File: src/rtl/serial_rx_pkg.sv
package serial_rx_pkg;

    localparam int CHAR_W = 8;
    localparam int IDX_W  = $clog2(CHAR_W);

    typedef enum logic [2:0] {
        RX_IDLE,
        RX_START,
        RX_DATA,
        RX_PAR,
        RX_STOP,
        RX_HOLD
    } rx_state_e;

    typedef struct packed {
        logic [CHAR_W-1:0] data;
        logic              par_err;
        logic              frm_err;
    } rx_result_t;

    // number of data bits for a length code (0..3 -> 5..8)
    function automatic logic [3:0] char_bits(input logic [1:0] code);
        return 4'd5 + {2'b00, code};
    endfunction

    // 1 when data plus parity element break the selected rule
    function automatic logic parity_fault(input logic [CHAR_W-1:0] d,
                                          input logic pbit,
                                          input logic odd_rule);
        return (^d) ^ pbit ^ odd_rule;
    endfunction

endpackage

File: src/rtl/rx_line_sync.sv
module rx_line_sync #(
    parameter int STAGES = 2
) (
    input  logic clk,
    input  logic rst,
    input  logic line_in,
    output logic line_s,
    output logic fall
);
    logic [STAGES-1:0] chain;
    logic              prev;

    generate
        if (STAGES == 1) begin : g_one
            always_ff @(posedge clk) begin
                if (rst) chain <= 1'b1;
                else     chain <= line_in;
            end
        end else begin : g_many
            always_ff @(posedge clk) begin
                if (rst) chain <= '1;
                else     chain <= {chain[STAGES-2:0], line_in};
            end
        end
    endgenerate

    always_ff @(posedge clk) begin
        if (rst) prev <= 1'b1;
        else     prev <= chain[STAGES-1];
    end

    assign line_s = chain[STAGES-1];
    assign fall   = prev & ~chain[STAGES-1];
endmodule

File: src/rtl/rx_bit_timer.sv
module rx_bit_timer #(
    parameter int DIV_W = 16
) (
    input  logic             clk,
    input  logic             rst,
    input  logic [DIV_W-1:0] div,
    input  logic             arm,
    input  logic             run,
    output logic             tick
);
    localparam logic [DIV_W-1:0] ONE = DIV_W'(1);

    logic [DIV_W-1:0] cnt;
    logic [DIV_W-1:0] half;

    assign half = {1'b0, div[DIV_W-1:1]};
    assign tick = run && (cnt == '0);

    always_ff @(posedge clk) begin
        if (rst) begin
            cnt <= '0;
        end else if (arm) begin
            cnt <= half - ONE;
        end else if (run) begin
            if (cnt == '0) cnt <= div - ONE;
            else           cnt <= cnt - ONE;
        end
    end
endmodule

File: src/rtl/rx_frame_fsm.sv
module rx_frame_fsm
    import serial_rx_pkg::*;
(
    input  logic       clk,
    input  logic       rst,
    input  logic [1:0] cfg_len,
    input  logic       cfg_par_en,
    input  logic       cfg_par_odd,
    input  logic       line_s,
    input  logic       fall,
    input  logic       tick,
    output logic       arm,
    output logic       run,
    output rx_result_t result,
    output logic       valid,
    output rx_state_e  state
);
    logic [IDX_W-1:0]  idx;
    logic [CHAR_W-1:0] shreg;
    logic              pbit;
    logic [IDX_W-1:0]  last_idx;

    assign last_idx = IDX_W'(char_bits(cfg_len) - 4'd1);
    assign arm = (state == RX_IDLE) && fall;
    assign run = (state == RX_START) || (state == RX_DATA) ||
                 (state == RX_PAR)   || (state == RX_STOP);

    always_ff @(posedge clk) begin
        if (rst) begin
            state  <= RX_IDLE;
            idx    <= '0;
            shreg  <= '0;
            pbit   <= 1'b0;
            result <= '0;
            valid  <= 1'b0;
        end else begin
            valid          <= 1'b0;
            result.par_err <= 1'b0;
            result.frm_err <= 1'b0;
            case (state)
                RX_IDLE: begin
                    if (fall) state <= RX_START;
                end
                RX_START: begin
                    if (tick) begin
                        if (line_s) begin
                            state <= RX_IDLE;
                        end else begin
                            state <= RX_DATA;
                            idx   <= '0;
                            shreg <= '0;
                        end
                    end
                end
                RX_DATA: begin
                    if (tick) begin
                        shreg[idx] <= line_s;
                        if (idx == last_idx) state <= cfg_par_en ? RX_PAR : RX_STOP;
                        else                 idx   <= idx + 1'b1;
                    end
                end
                RX_PAR: begin
                    if (tick) begin
                        pbit  <= line_s;
                        state <= RX_STOP;
                    end
                end
                RX_STOP: begin
                    if (tick) begin
                        valid          <= 1'b1;
                        result.data    <= shreg;
                        result.par_err <= cfg_par_en & parity_fault(shreg, pbit, cfg_par_odd);
                        result.frm_err <= ~line_s;
                        state          <= line_s ? RX_IDLE : RX_HOLD;
                    end
                end
                RX_HOLD: begin
                    if (line_s) state <= RX_IDLE;
                end
                default: state <= RX_IDLE;
            endcase
        end
    end
endmodule

File: src/rtl/serial_char_rx.sv
module serial_char_rx
    import serial_rx_pkg::*;
#(
    parameter int DIV_W       = 16,
    parameter int SYNC_STAGES = 2
) (
    input  logic              clk,
    input  logic              rst,
    input  logic [DIV_W-1:0]  cfg_div,
    input  logic [1:0]        cfg_len,
    input  logic              cfg_par_en,
    input  logic              cfg_par_odd,
    input  logic              rx_line,
    output logic [CHAR_W-1:0] rx_data,
    output logic              rx_valid,
    output logic              rx_par_err,
    output logic              rx_frm_err
);
    logic       line_s;
    logic       fall;
    logic       arm;
    logic       run;
    logic       tick;
    rx_result_t result;
    rx_state_e  state;

    rx_line_sync #(.STAGES(SYNC_STAGES)) u_sync (
        .clk    (clk),
        .rst    (rst),
        .line_in(rx_line),
        .line_s (line_s),
        .fall   (fall)
    );

    rx_bit_timer #(.DIV_W(DIV_W)) u_timer (
        .clk (clk),
        .rst (rst),
        .div (cfg_div),
        .arm (arm),
        .run (run),
        .tick(tick)
    );

    rx_frame_fsm u_fsm (
        .clk        (clk),
        .rst        (rst),
        .cfg_len    (cfg_len),
        .cfg_par_en (cfg_par_en),
        .cfg_par_odd(cfg_par_odd),
        .line_s     (line_s),
        .fall       (fall),
        .tick       (tick),
        .arm        (arm),
        .run        (run),
        .result     (result),
        .valid      (rx_valid),
        .state      (state)
    );

    assign rx_data    = result.data;
    assign rx_par_err = result.par_err;
    assign rx_frm_err = result.frm_err;
endmodule

File: config.mk
export PLATFORM = sky130hd
export DESIGN_NAME = serial_char_rx
export DESIGN_NICKNAME = d
export VERILOG_FILES = /design/src/rtl/serial_rx_pkg.sv /design/src/rtl/rx_line_sync.sv /design/src/rtl/rx_bit_timer.sv /design/src/rtl/rx_frame_fsm.sv /design/src/rtl/serial_char_rx.sv
export SDC_FILE = /design/constraint.sdc
export NUM_CORES = 1
export LEC_CHECK = 0
export ABC_AREA = 1
export BUFFER_PORTS_ARGS = -buffer_cell sky130_fd_sc_hd__buf_4
export CAP_MARGIN = 30
export CORE_MARGIN = 1
export CORE_UTILIZATION = 55
export DETAILED_ROUTE_END_ITERATION = 8
export HOLD_SLACK_MARGIN = 0.05
export PLACE_DENSITY = 0.87
export SYNTH_ARGS = -nofsm -noshare
export SYNTH_HDL_FRONTEND = slang
export SYNTH_SLANG_ARGS = --single-unit
File: constraint.sdc
create_clock -name clk -period 4.6 [get_ports clk]
set_input_delay 0.23 -clock clk [delete_from_list [all_inputs] [get_ports clk]]
set_output_delay 0.23 -clock clk [all_outputs]
set_load 0.1 [all_outputs]
Yosys cells after proc, flatten, opt, wreduce, memory -nomap -nowiden
Cells that the tools add are included.

word-level totals
  bits in registers = 45
  latch bits = 0
  bits in writable memories = 0
  ROM bits = 0
  input port bits = 23
  output and inout bits = 11
  logic and storage cells = 86
  memories = 0

cells by class
  $add $sub $neg = 6
  multiply operators = 0
  divide/modulo/power cells = 0
  $lt $le $gt $ge = 2
  eq/ne operators = 15
  shift operators = 0
  muxes and demuxes = 27
  bitwise gates (word level) = 7
  reduce and logical (&&, ||, !) cells = 18

operators with widths
  kind                                                                           number
  16-bit two-way mux                                                             3
  3-bit two-way mux                                                              13
  16-bit by 1-bit subtractor with 16-bit output (second input constant)          2
  8-bit two-way mux                                                              3
  3-bit one-hot mux with 6 select lines                                          1
  16-bit zero test                                                               1
  2-bit != test (second input constant)                                          8
  8-bit one-hot mux with 2 select lines                                          1
  15-bit by 1-bit subtractor with 16-bit output (second input constant)          1
  8-bit bitwise mux                                                              1
  8-bit parity                                                                   1
  7-bit AND reduction                                                            1
  3-bit by 2-bit equality test with 1-bit output (second input constant)         2
  3-bit equality test (second input constant)                                    2
  3-bit one-hot mux with 2 select lines                                          1
  5-bit AND reduction                                                            1
  3-bit by 4-bit less-than comparator with 1-bit output (second input constant)  1
  2-bit AND reduction                                                            2
  4-bit AND reduction                                                            1
  2-bit nonzero test                                                             2
  3-bit by 1-bit adder with 3-bit output (second input constant)                 1
  3-bit by 2-bit adder with 3-bit output (first input constant)                  1
  1-bit demux with 3-bit select                                                  1
  3-bit by 1-bit equality test with 1-bit output (second input constant)         1
  14 further kinds                                                               23

Depth between registers and ports, before layout
Gate-level depths: netlist (run 1).

  word-level depth = 7
  gate-level depth with buffers = 18
  gate-level depth less buffers = 17

Hierarchy
From an unflattened synthesis (run 1), not the netlist that was laid out.

unflattened totals
  cells, all modules = 488
  area total of the unflattened synthesis = 3175.5 sq um

modules (own cells, without submodules)
  module        instances  cells an instance  area an instance (sq um)  sequential area each (sq um)
  rx_bit_timer  1          246                1581.5                    320.3
  rx_frame_fsm  1          230                1500.2                    520.5
  rx_line_sync  1          12                 93.8                      60.1

Least setup slack after synthesis (run 1)
No wires, ideal clock.

  path type = register to register
  from = reg u_fsm.state[0]
  to = reg u_timer.cnt[6]
  library setup time = 114 ps
  data arrival time = 1951 ps
  data required time = 4486 ps
  slack = 2535 ps
  stages on the path, launching flop included = 17
  path buffers = 2
  period minus slack after synthesis = 2065 ps
  cell sequence = dfxtp_1 nor2_2 nand2_1 inv_2 nand3_2 buf_6 buf_6 o21ai_1 nand2_1 inv_1 ha_1 nand2_1 nor2_1 nand2_1 xor2_1 o21bai_1 inv_1

between the ends
  cells in the longest elaborated chain, start to end = 5
  elaborated cells between the ends (all ways) = 11
  those cells by class = 4 x eq/ne; 1 x mux; 6 x reduce/logical

ends and longest elaborated chain
  item                                                                                                              RTL line            source
  start: declaration                                                                                                rx_frame_fsm.sv:16  output rx_state_e state
  start signal: assignment                                                                                          rx_frame_fsm.sv:58  if (idx == last_idx) state <= cfg_par_en ? RX_PAR : RX_STOP;
  start signal: assignment                                                                                          rx_frame_fsm.sv:74  state <= line_s ? RX_IDLE : RX_HOLD;
  3-bit by 1-bit equality test with 1-bit output or 3-bit by 2-bit equality test with 1-bit output (tied branches)  rx_frame_fsm.sv:25  assign run = (state == RX_START) || (state == RX_DATA) ||
  1-bit logical OR (2 in a row)                                                                                     rx_frame_fsm.sv:25
  1-bit logical OR                                                                                                  rx_frame_fsm.sv:26  (state == RX_PAR) || (state == RX_STOP);
  2-bit nonzero test (no source line)                                                                               -
  end signal: assignment                                                                                            rx_bit_timer.sv:23  cnt <= half - ONE;
  end signal: assignment                                                                                            rx_bit_timer.sv:25  if (cnt == '0) cnt <= div - ONE;
  end signal: assignment                                                                                            rx_bit_timer.sv:26  else cnt <= cnt - ONE;
  end: declaration                                                                                                  rx_bit_timer.sv:13  logic [DIV_W-1:0] cnt;

Parallel ways exist; a longest one is shown, timed or not.
A chain may end at the register's enable or synchronous reset.

Worst setup path in the final report (run 1)
  from = reg u_timer.cnt[15]
  to = reg u_timer.cnt[14]

between the ends
  cells in the longest elaborated chain, start to end = 4

ends and longest elaborated chain
  item                RTL line            source
  16-bit zero test    rx_bit_timer.sv:25
  16-bit two-way mux  rx_bit_timer.sv:25
  16-bit two-way mux  rx_bit_timer.sv:24  end else if (run) begin
  16-bit two-way mux  rx_bit_timer.sv:22  end else if (arm) begin

No other way between the ends. The select of a mux whose other input is x is not followed.

==> results.json, run 1 <==
{
  "powerDensity_nw_per_um2": 535,
  "grt-busiest-layer": "met2",
  "reg2reg_depth": 17,
  "tightest_slew_ns": 0.921,
  "drcViolationCount": 0,
  "fmax_mhz": 331,
  "cp-end-kind": "flip-flop",
  "cts_resized": 0,
  "clockBufferDepth": 2,
  "hpwlAfterDp_um": 4380,
  "finalSetupViolCount": 0,
  "vias_per_cell": 5.29,
  "final_cell_mix": "70 x nand2_1, 61 x inv_1, 46 x nor2_1, 45 x dfxtp_1, 39 x nand3_1",
  "cp_max_fo": 15,
  "yosys_most_used_dff": "dfxtp_1",
  "start_util": 0.576,
  "r2r_slack_ns": 1.58,
  "drv_cap": 0,
  "yosys_register_bits": 45,
  "wl_um": 6060,
  "crit_required_ns": 4.80,
  "die_area_um2": 5260,
  "yosysWarnings": 0,
  "finClkSkew_ns": 0.00441,
  "post_cts_buffers": 0,
  "place_ws_ns": 1.58,
  "layout_worst_path_cycle_share": 0.657,
  "first_iter_violations": 231,
  "ctsHoldBuffers": 0,
  "clkLatencyLatePin_ns": 0.29,
  "reg2reg_to": "u_timer.cnt[14]",
  "cts_sinks": 45,
  "die_y_um": 72.5,
  "ioPinCount": 34,
  "synth.yosys.seq_area_share": 0.329,
  "nFillCells": 442,
  "maxSlewViolCount": 0,
  "worstSetupStartpointType": "flip-flop",
  "cts-root-buf": "clkbuf_8",
  "mostFrequentLayoutCell": "nand2_1",
  "grt_max_degree": 31,
  "peakVddDrop_uv": 221,
  "drt_first_pass_iters": 5,
  "crit_start": "u_timer.cnt[15]",
  "critPathArrivalTime_ns": 3.22,
  "cts_tree": "built",
  "grt_pass1_wl_um": 10200,
  "syn_nets": 437,
  "avgSynthCellArea_um2": 6.64,
  "ant_nets": 0,
  "grt_pass1_vias": 2413,
  "h-tree-depth": 2,
  "num_antenna_cells": 0,
  "wl_per_cell_um": 11.9,
  "drive_gt1_frac": 0.154,
  "timing.rr.start": "u_timer.cnt[15]",
  "core_area_um2": 4750,
  "rsz0062_at_grt": "false",
  "fp.dieW_um": 72.5,
  "cts_buffers": 5,
  "ys_types": 36,
  "maxSlewHeadroom": 0.384,
  "final_nets": 465,
  "postSynth.asyncResetShare": 0,
  "cp-endpoint": "u_timer.cnt[14]",
  "hold_viol": 0,
  "vias": 2689,
  "area_delta_synth_final_pct": 13.6,
  "fin_tns_setup_ns": 0,
  "status": "complete, no violations",
  "place.gp.congestion": 0.855,
  "synth_edf_count": 0,
  "synth_area_um2": 2740,
  "crit_type": "flip-flop to flip-flop",
  "hold_depth": 2,
  "worst_slack_ns": 1.58,
  "syn_inst": 412,
  "fin_crit_ns": 3.02,
  "rows": 25,
  "use_met2": 0.440,
  "grt.total_usage": 0.244,
  "overflow": 0,
  "antenna_found_initial": 0,
  "hp-class": "input pin to flip-flop",
  "io_buffers": 33,
  "power.leakage_nw": 1.41,
  "worst_setup_hold_path_clk_slew_ns": 0.08,
  "met3_usage": 0.0417,
  "grt_use_met1": 0.287
}
[power breakdown]
part | internal, W | leakage, nW | total (W) | switching [W]
sequential | 0.000450 | 0.367 | 0.000495 | 0.0000451
combinational | 0.000296 | 0.984 | 0.000904 | 0.000608
clock | 0.000136 | 0.0542 | 0.000262 | 0.000127
[layout make-up]
class / instances / area, um^2 / area share
inverter: 65 / 244 / 0.0785
clock buffer: 7 / 96.3 / 0.0310
sequential: 45 / 901 / 0.290
tap: 67 / 83.8 / 0.0270
timing repair buffer: 34 / 255 / 0.0821
multi-input combinational: 289 / 1520 / 0.490
clock inverter: 1 / 5.00 / 0.00161
[how the worst min path moves through the flow]
stage                     from               to  slack, ns
3_5_place_dp   u_sync.chain[0]  u_sync.chain[1]       0.40
5_1_grt                rx_line  u_sync.chain[0]       0.11
6_report               rx_line  u_sync.chain[0]       0.12
4_1_cts                rx_line  u_sync.chain[0]       0.11
3_3_place_gp   u_sync.chain[0]  u_sync.chain[1]       0.39
2_1_floorplan              rst     u_fsm.idx[1]       0.30
[synth_stat cells, types with 2 or more instances]
master / number / share of area
nand2_1: 70 / 0.096
inv_1: 61 / 0.084
nor2_1: 46 / 0.063
dfxtp_1: 45 / 0.33
nand3_1: 39 / 0.071
o21ai_0: 29 / 0.053
a21oi_1: 17 / 0.031
a211oi_1: 10 / 0.027
or2_1: 9 / 0.021
nand2_2: 8 / 0.018
xnor2_1: 8 / 0.026
xor2_1: 7 / 0.022
clkbuf_1: 6 / 0.0082
nand3b_1: 6 / 0.016
nor2_2: 6 / 0.014
nand4_1: 5 / 0.011
buf_2: 4 / 0.0073
inv_2: 4 / 0.0055
o21bai_1: 4 / 0.011
or2_0: 4 / 0.0091
o21ai_1: 3 / 0.0055
buf_6: 2 / 0.0082
ha_1: 2 / 0.0091
nor3_1: 2 / 0.0037
o211ai_1: 2 / 0.0055
o21ai_2: 2 / 0.0064
or2_2: 2 / 0.0046
[cells by family (layout without fill, tap and decap cells)]
group                      count (synthesis)  in the layout  share of synthesized area
and+or+nand+nor                          202            202                      0.350
adders and majority gates                  2              2                    0.00914
xor gates and xnor gates                  15             15                     0.0480
AOI/OAI and AO/OA                         70             70                      0.150
buffers and inverters                     78            107                      0.114
DFF                                       45             45                      0.329
[sequential cells by signal (all words and copies together) (netlist names)]
register / count
u_fsm.shreg: 8
u_fsm.idx: 3
u_timer.cnt: 16
u_fsm.result: 10
u_fsm.valid: 1
u_sync.prev: 1
u_sync.chain: 2
u_fsm.state: 3
u_fsm.pbit: 1
[through the flow]
step                      total power, W  hold slack [ns]  instance area (um^2)  instances   util
after floorplan                  0.00122            0.299                  2740        412      -
after global placement           0.00136            0.392                  3010        500  0.632
after detailed placement         0.00139            0.397                  3010        500  0.632
after CTS                        0.00165            0.113                  3110        508  0.654
after global routing             0.00180            0.111                  3110        508  0.654
final                            0.00166            0.116                  3110        508  0.654
[critical path: stages, from the launching register on]
cell	delay, ns
dfxtp_1	0.34
nor2_1	0.12
nand2_1	0.06
nor2_1	0.71
nand2_1	0.33
nor2_1	0.19
o21ai_1	0.07
nand2_1	0.21
inv_1	0.07
ha_1	0.20
nand2_1	0.13
nor2_1	0.07
nand2_1	0.11
nor2_1	0.06
nand2_1	0.05
nand3_1	0.07
nand2_1	0.10
inv_1	0.04
[routing by layer]
metal  routed length [um]  up-vias  share of wire
met3                  350       14          0.058
met5                    0        -              0
li1                     -     1377              -
met1                 2690     1200           0.44
met4                  123        0          0.020
met2                 2890       98           0.48
Power figures use the tool's default switching activity.
==> run 2: changes to the inputs <==
Clock period 4.6 ns to 2.8 ns, I/O delays scaled along.
==> run 2 against run 1 <==
Effect of this change: critical path depth down 3; first-iteration DRC count down 14%; cell area up 1.4%; setup slack worse by 1.2 ns; power up 65%; non-clock buffer count up 5; global-route usage up 0.51 points; die area unchanged; combinational power up 65%; core utilization up 0.89 points; via count up 0.41%; clock skew up 0.0033 ns.
==> results.json, run 2 (same netlist as run 1, synthesis figures left out) <==
{
  "fin_crit_ns": 2.39,
  "post-route-util": 0.663,
  "crit_path_top_delay_cell": "dfxtp_1",
  "place_ws_ns": 0.460,
  "critPathArrivalTime_ns": 2.59,
  "cp_num_cells": 14,
  "combPwrFrac": 0.543,
  "power.leakage_nw": 1.43,
  "worstSetupStartpointType": "flip-flop",
  "final_nets": 470,
  "ant_nets": 0,
  "hold_viol": 0,
  "antenna_found_initial": 0,
  "grt_pass1_vias": 2445,
  "cts-root-buf": "clkbuf_8",
  "worst_slack_ns": 0.406,
  "swShare": 0.466,
  "critPathMaxStageDelay_ns": 0.51,
  "grt_max_degree": 30,
  "layout_worst_path_cycle_share": 0.855,
  "drt_first_pass_iters": 4,
  "first_iter_violations": 198,
  "cp_max_fo": 17,
  "clockBufferDepth": 2,
  "cts_buffers": 5,
  "timing.rr.start": "u_sync.chain[1]",
  "tightest_slew_ns": 0.770,
  "reg2reg_to": "u_timer.cnt[10]",
  "drv_cap": 0,
  "status": "complete, no violations",
  "post_cts_buffers": 0,
  "switching_power_w": 0.00128,
  "vias_per_cell": 5.26,
  "fmax_mhz": 418,
  "cts_resized": 0,
  "maxSlewHeadroom": 0.486,
  "hold_depth": 2,
  "place.gp.congestion": 0.893,
  "p_clk_frac": 0.159,
  "rows": 25,
  "wl_per_cell_um": 11.8,
  "cp-end-kind": "flip-flop",
  "cp_num_buf_inv": 4,
  "crit_required_ns": 3.00,
  "grt_pass1_wl_um": 10300,
  "min_from": "cfg_par_en",
  "drive_gt1_frac": 0.159,
  "num_antenna_cells": 0,
  "worstPathCellList": "inv_1 -> nand3_2 -> inv_1 -> nand2_1 -> nand2_1 -> inv_1 -> ha_1 -> nand2_1 -> nor2_2 -> nand3_1 -> nand3_1 -> nand3_1 -> nand2_1 -> inv_1",
  "top_register": "u_timer.cnt",
  "hpwlAfterDp_um": 4570,
  "area_delta_synth_final_pct": 15.1,
  "p_int_w": 0.00147,
  "die_y_um": 72.5,
  "start_util": 0.576,
  "peakVddDrop_uv": 379,
  "drcViolationCount": 0,
  "h-tree-depth": 2,
  "powerDensity_nw_per_um2": 871,
  "seq_power_share": 0.298,
  "reg.largest.list": "u_timer.cnt x16, u_fsm.result x10, u_fsm.shreg x8",
  "crit_type": "flip-flop to flip-flop",
  "cts_tree": "built",
  "rsz0062_at_grt": "false",
  "maxSlewViolCount": 0,
  "grt.total_usage": 0.249,
  "wl_um": 6060,
  "fin_tns_setup_ns": 0,
  "crit_family": "simple AND/OR/NAND/NOR gates",
  "worst_setup_hold_path_clk_slew_ns": 0.08,
  "fp.dieW_um": 72.5,
  "final_cell_mix": "70 x nand2_1, 61 x inv_1, 46 x nor2_1, 45 x dfxtp_1, 39 x nand3_1",
  "overflow": 0,
  "finalSetupViolCount": 0,
  "total_power_w": 0.00274,
  "vias": 2700,
  "reg2reg_depth": 14,
  "cts_sinks": 45,
  "core_area_um2": 4750,
  "finClkSkew_ns": 0.00769,
  "ioPinCount": 34,
  "hp-class": "input pin to flip-flop",
  "hold_end": "u_fsm.result[1]",
  "mostFrequentLayoutCell": "nand2_1",
  "die_area_um2": 5260,
  "r2r_slack_ns": 0.41,
  "largest_reg_flops": 16,
  "clkLatencyLatePin_ns": 0.29,
  "ctsHoldBuffers": 2,
  "io_buffers": 33
}
[run 2: worst max path at each step]
stage,from,to
after floorplan,u_fsm.state[0],u_timer.cnt[6]
after global placement,u_fsm.state[0],u_timer.cnt[15]
after detailed placement,u_sync.chain[1],u_timer.cnt[14]
after CTS,u_sync.chain[1],u_timer.cnt[10]
after global routing,u_sync.chain[1],u_timer.cnt[12]
final,u_sync.chain[1],u_timer.cnt[10]
[run 2: area by class of cell]
class	count	area, um^2
Fill cell	451	1600
Multi-Input combinational cell	289	1520
Sequential cell	45	901
Timing Repair Buffer	39	298
Inverter	65	244
Clock buffer	7	96.3
Tap cell	67	83.8
Clock inverter	1	5.00
[run 2: power by group through the flow]
stage | Sequential, W | Clock [W] | Combinational [W]
floorplan | 0.000856 | 0 | 0.00115
global placement | 0.000826 | 0 | 0.00144
detailed placement | 0.000830 | 0 | 0.00147
CTS | 0.000815 | 0.000444 | 0.00148
global route | 0.000827 | 0.000476 | 0.00169
finish | 0.000818 | 0.000436 | 0.00149
[run 2: metal layers]
metal	vias up	part of all wire	GRT usage	wire, um
li1	1384	-	-	-
met1	1243	0.45	0.306	2730
met2	65	0.49	0.434	2950
met3	8	0.051	0.0458	312
met4	0	0.012	0.0871	71
met5	-	0	0	0
[run 2: stage by stage]
stage          cells  hold slack, ns  cell area, um^2
3_3_place_gp     503           0.324             3030
2_1_floorplan    412           0.209             2740
4_1_cts          513           0.125             3150
3_5_place_dp     503           0.327             3030
6_report         513           0.127             3150
5_1_grt          513           0.117             3150
==> run 3: changes to the inputs <==
--- a/config.mk
+++ b/config.mk
@@ -12,2 +12,3 @@
 export CORE_UTILIZATION = 55
+export CTS_CLUSTER_SIZE = 28
 export DETAILED_ROUTE_END_ITERATION = 8
==> constraint.sdc (replaced) <==
create_clock -name clk -period 2.8 [get_ports clk]
set_input_delay 0.28 -clock clk [delete_from_list [all_inputs] [get_ports clk]]
set_output_delay 0.28 -clock clk [all_outputs]
set_load 0.1 [all_outputs]
==> run 3 against run 2 <==
Effect of this change: critical endpoint unchanged; clock skew decreased by 0.0038 ns; global-route usage increased by 0.51 points; critical path depth unchanged; power decreased by 1.4%; core utilization decreased by 0.87 points; critical path type unchanged.
==> results.json, run 3 (same netlist as run 1, synthesis figures left out) <==
{
  "worst_slack_ns": 0.384,
  "tightest_slew_ns": 0.786,
  "cts_resized": 0,
  "seq_area_um2": 901,
  "largest_reg_flops": 16,
  "cp_num_buf_inv": 4,
  "ioPinCount": 34,
  "maxSlewViolCount": 0,
  "drive_gt1_frac": 0.153,
  "clkLatencyLatePin_ns": 0.30,
  "vias": 2707,
  "wl_met1_um": 2650,
  "finClkSkew_ns": 0.00386,
  "cts-root-buf": "clkbuf_8",
  "rsz0062_at_grt": "false",
  "grt.total_usage": 0.254,
  "ctsHoldBuffers": 0,
  "grt_max_degree": 30,
  "io_buffers": 33,
  "nFillCells": 459,
  "crit_type": "flip-flop to flip-flop",
  "maxSlewHeadroom": 0.476,
  "wl_um": 6190,
  "num_antenna_cells": 0,
  "peakVddDrop_uv": 461,
  "post_cts_buffers": 0,
  "mostFrequentLayoutCell": "nand2_1",
  "clockBufferDepth": 2,
  "cp-end-kind": "flip-flop",
  "drt_first_pass_iters": 4,
  "hpwlAfterDp_um": 4730,
  "core_area_um2": 4750,
  "critPathMaxStageDelay_ns": 0.52,
  "final_cell_mix": "70 x nand2_1, 61 x inv_1, 46 x nor2_1, 45 x dfxtp_1, 39 x nand3_1",
  "grt_pass1_vias": 2504,
  "start_util": 0.576,
  "cp_max_fo": 17,
  "place_ws_ns": 0.412,
  "multi_input_area_um2": 1520,
  "status": "complete, no violations",
  "hp-class": "input pin to flip-flop",
  "worst_setup_hold_path_clk_slew_ns": 0.08,
  "rows": 25,
  "fin_tns_setup_ns": 0,
  "finalSetupViolCount": 0,
  "die_y_um": 72.5,
  "worstPathCellList": "inv_1 -> nand3_2 -> inv_1 -> nand2_1 -> nand2_1 -> inv_1 -> ha_1 -> nand2_1 -> nor2_2 -> nand3_1 -> nand3_1 -> nand3_1 -> nand2_1 -> inv_1",
  "worstSetupStartpointType": "flip-flop",
  "wl_per_cell_um": 12.1,
  "overflow": 0,
  "grt_pass1_wl_um": 10400,
  "total_power_w": 0.00271,
  "power.leakage_nw": 1.40,
  "critPathArrivalTime_ns": 2.62,
  "drcViolationCount": 0,
  "final_nets": 468,
  "die_area_um2": 5260,
  "reg.largest.list": "u_timer.cnt x16, u_fsm.result x10, u_fsm.shreg x8",
  "post-route-util": 0.654,
  "first_iter_violations": 286,
  "cts_sinks": 45,
  "area_delta_synth_final_pct": 13.6,
  "layout_worst_path_cycle_share": 0.863,
  "h-tree-depth": 2,
  "vias_per_cell": 5.30,
  "crit_path_top_delay_cell": "dfxtp_1",
  "drv_cap": 0,
  "place.gp.congestion": 0.904,
  "fp.dieW_um": 72.5,
  "dr_wl_met2_um": 3120,
  "powerDensity_nw_per_um2": 870,
  "cts_tree": "built",
  "fin_crit_ns": 2.42,
  "dr.max_layer_used": "met4",
  "antenna_found_initial": 0,
  "wl_met3_um": 335,
  "crit_family": "simple AND/OR/NAND/NOR gates",
  "cts_buffers": 5,
  "crit_required_ns": 3.00,
  "ant_nets": 0,
  "fmax_mhz": 414,
  "top_register": "u_timer.cnt",
  "hold_viol": 0
}
-- run 3: cell types whose count changed in the layout (fill, tap and decap cells not counted), sizes merged --
cell / delta
dlygate4sd3: -2
clkbuf: +1
clkinv: -1
-- run 3: report_power, final --
part | leakage (nW) | switching, W | internal (W)
Combinational | 0.998 | 0.000999 | 0.000501
Sequential | 0.367 | 0.0000758 | 0.000740
Clock | 0.0395 | 0.000212 | 0.000178
Total | 1.40 | 0.00129 | 0.00142
-- run 3: cell type report --
type / instances / share of cell area
clock buffer: 8 / 0.0258
sequential: 45 / 0.290
timing repair buffer: 37 / 0.0893
inverter: 65 / 0.0785
tap: 67 / 0.0270
multi-input combinational: 289 / 0.490
-- run 3: worst register-to-register path, stage by stage (launching register included) --
cell     delay, ns
dfxtp_1       0.52
inv_1         0.19
nand3_2       0.28
inv_1         0.11
nand2_1       0.07
nand2_1       0.15
inv_1         0.10
ha_1          0.16
nand2_1       0.10
nor2_2        0.20
nand3_1       0.14
nand3_1       0.09
nand3_1       0.07
nand2_1       0.09
inv_1         0.04
-- run 3: path summary, 6_finish.rpt --
check,start,end,slack [ns],cells past startpoint
max,u_sync.chain[1],u_timer.cnt[10],0.38,14
max reg2reg,u_sync.chain[1],u_timer.cnt[10],0.38,14
min reg2reg,u_sync.chain[0],u_sync.chain[1],0.42,1
min,rx_line,u_sync.chain[0],0.16,2
-- run 3: layer usage --
metal | track usage | vias up
li1 | - | 1379
met1 | 0.294 | 1233
met2 | 0.467 | 83
met3 | 0.0319 | 12
met4 | 0.109 | 0
met5 | 0 | -
-- run 3: stage by stage --
| step | area [um^2] | hold slack (ns) | cells |
|---|---|---|---|
| global placement | 3030 | 0.405 | 503 |
| CTS | 3110 | 0.159 | 511 |
| floorplan | 2740 | 0.349 | 412 |
| detailed placement | 3030 | 0.399 | 503 |
| global route | 3110 | 0.167 | 511 |
| finish | 3110 | 0.162 | 511 |
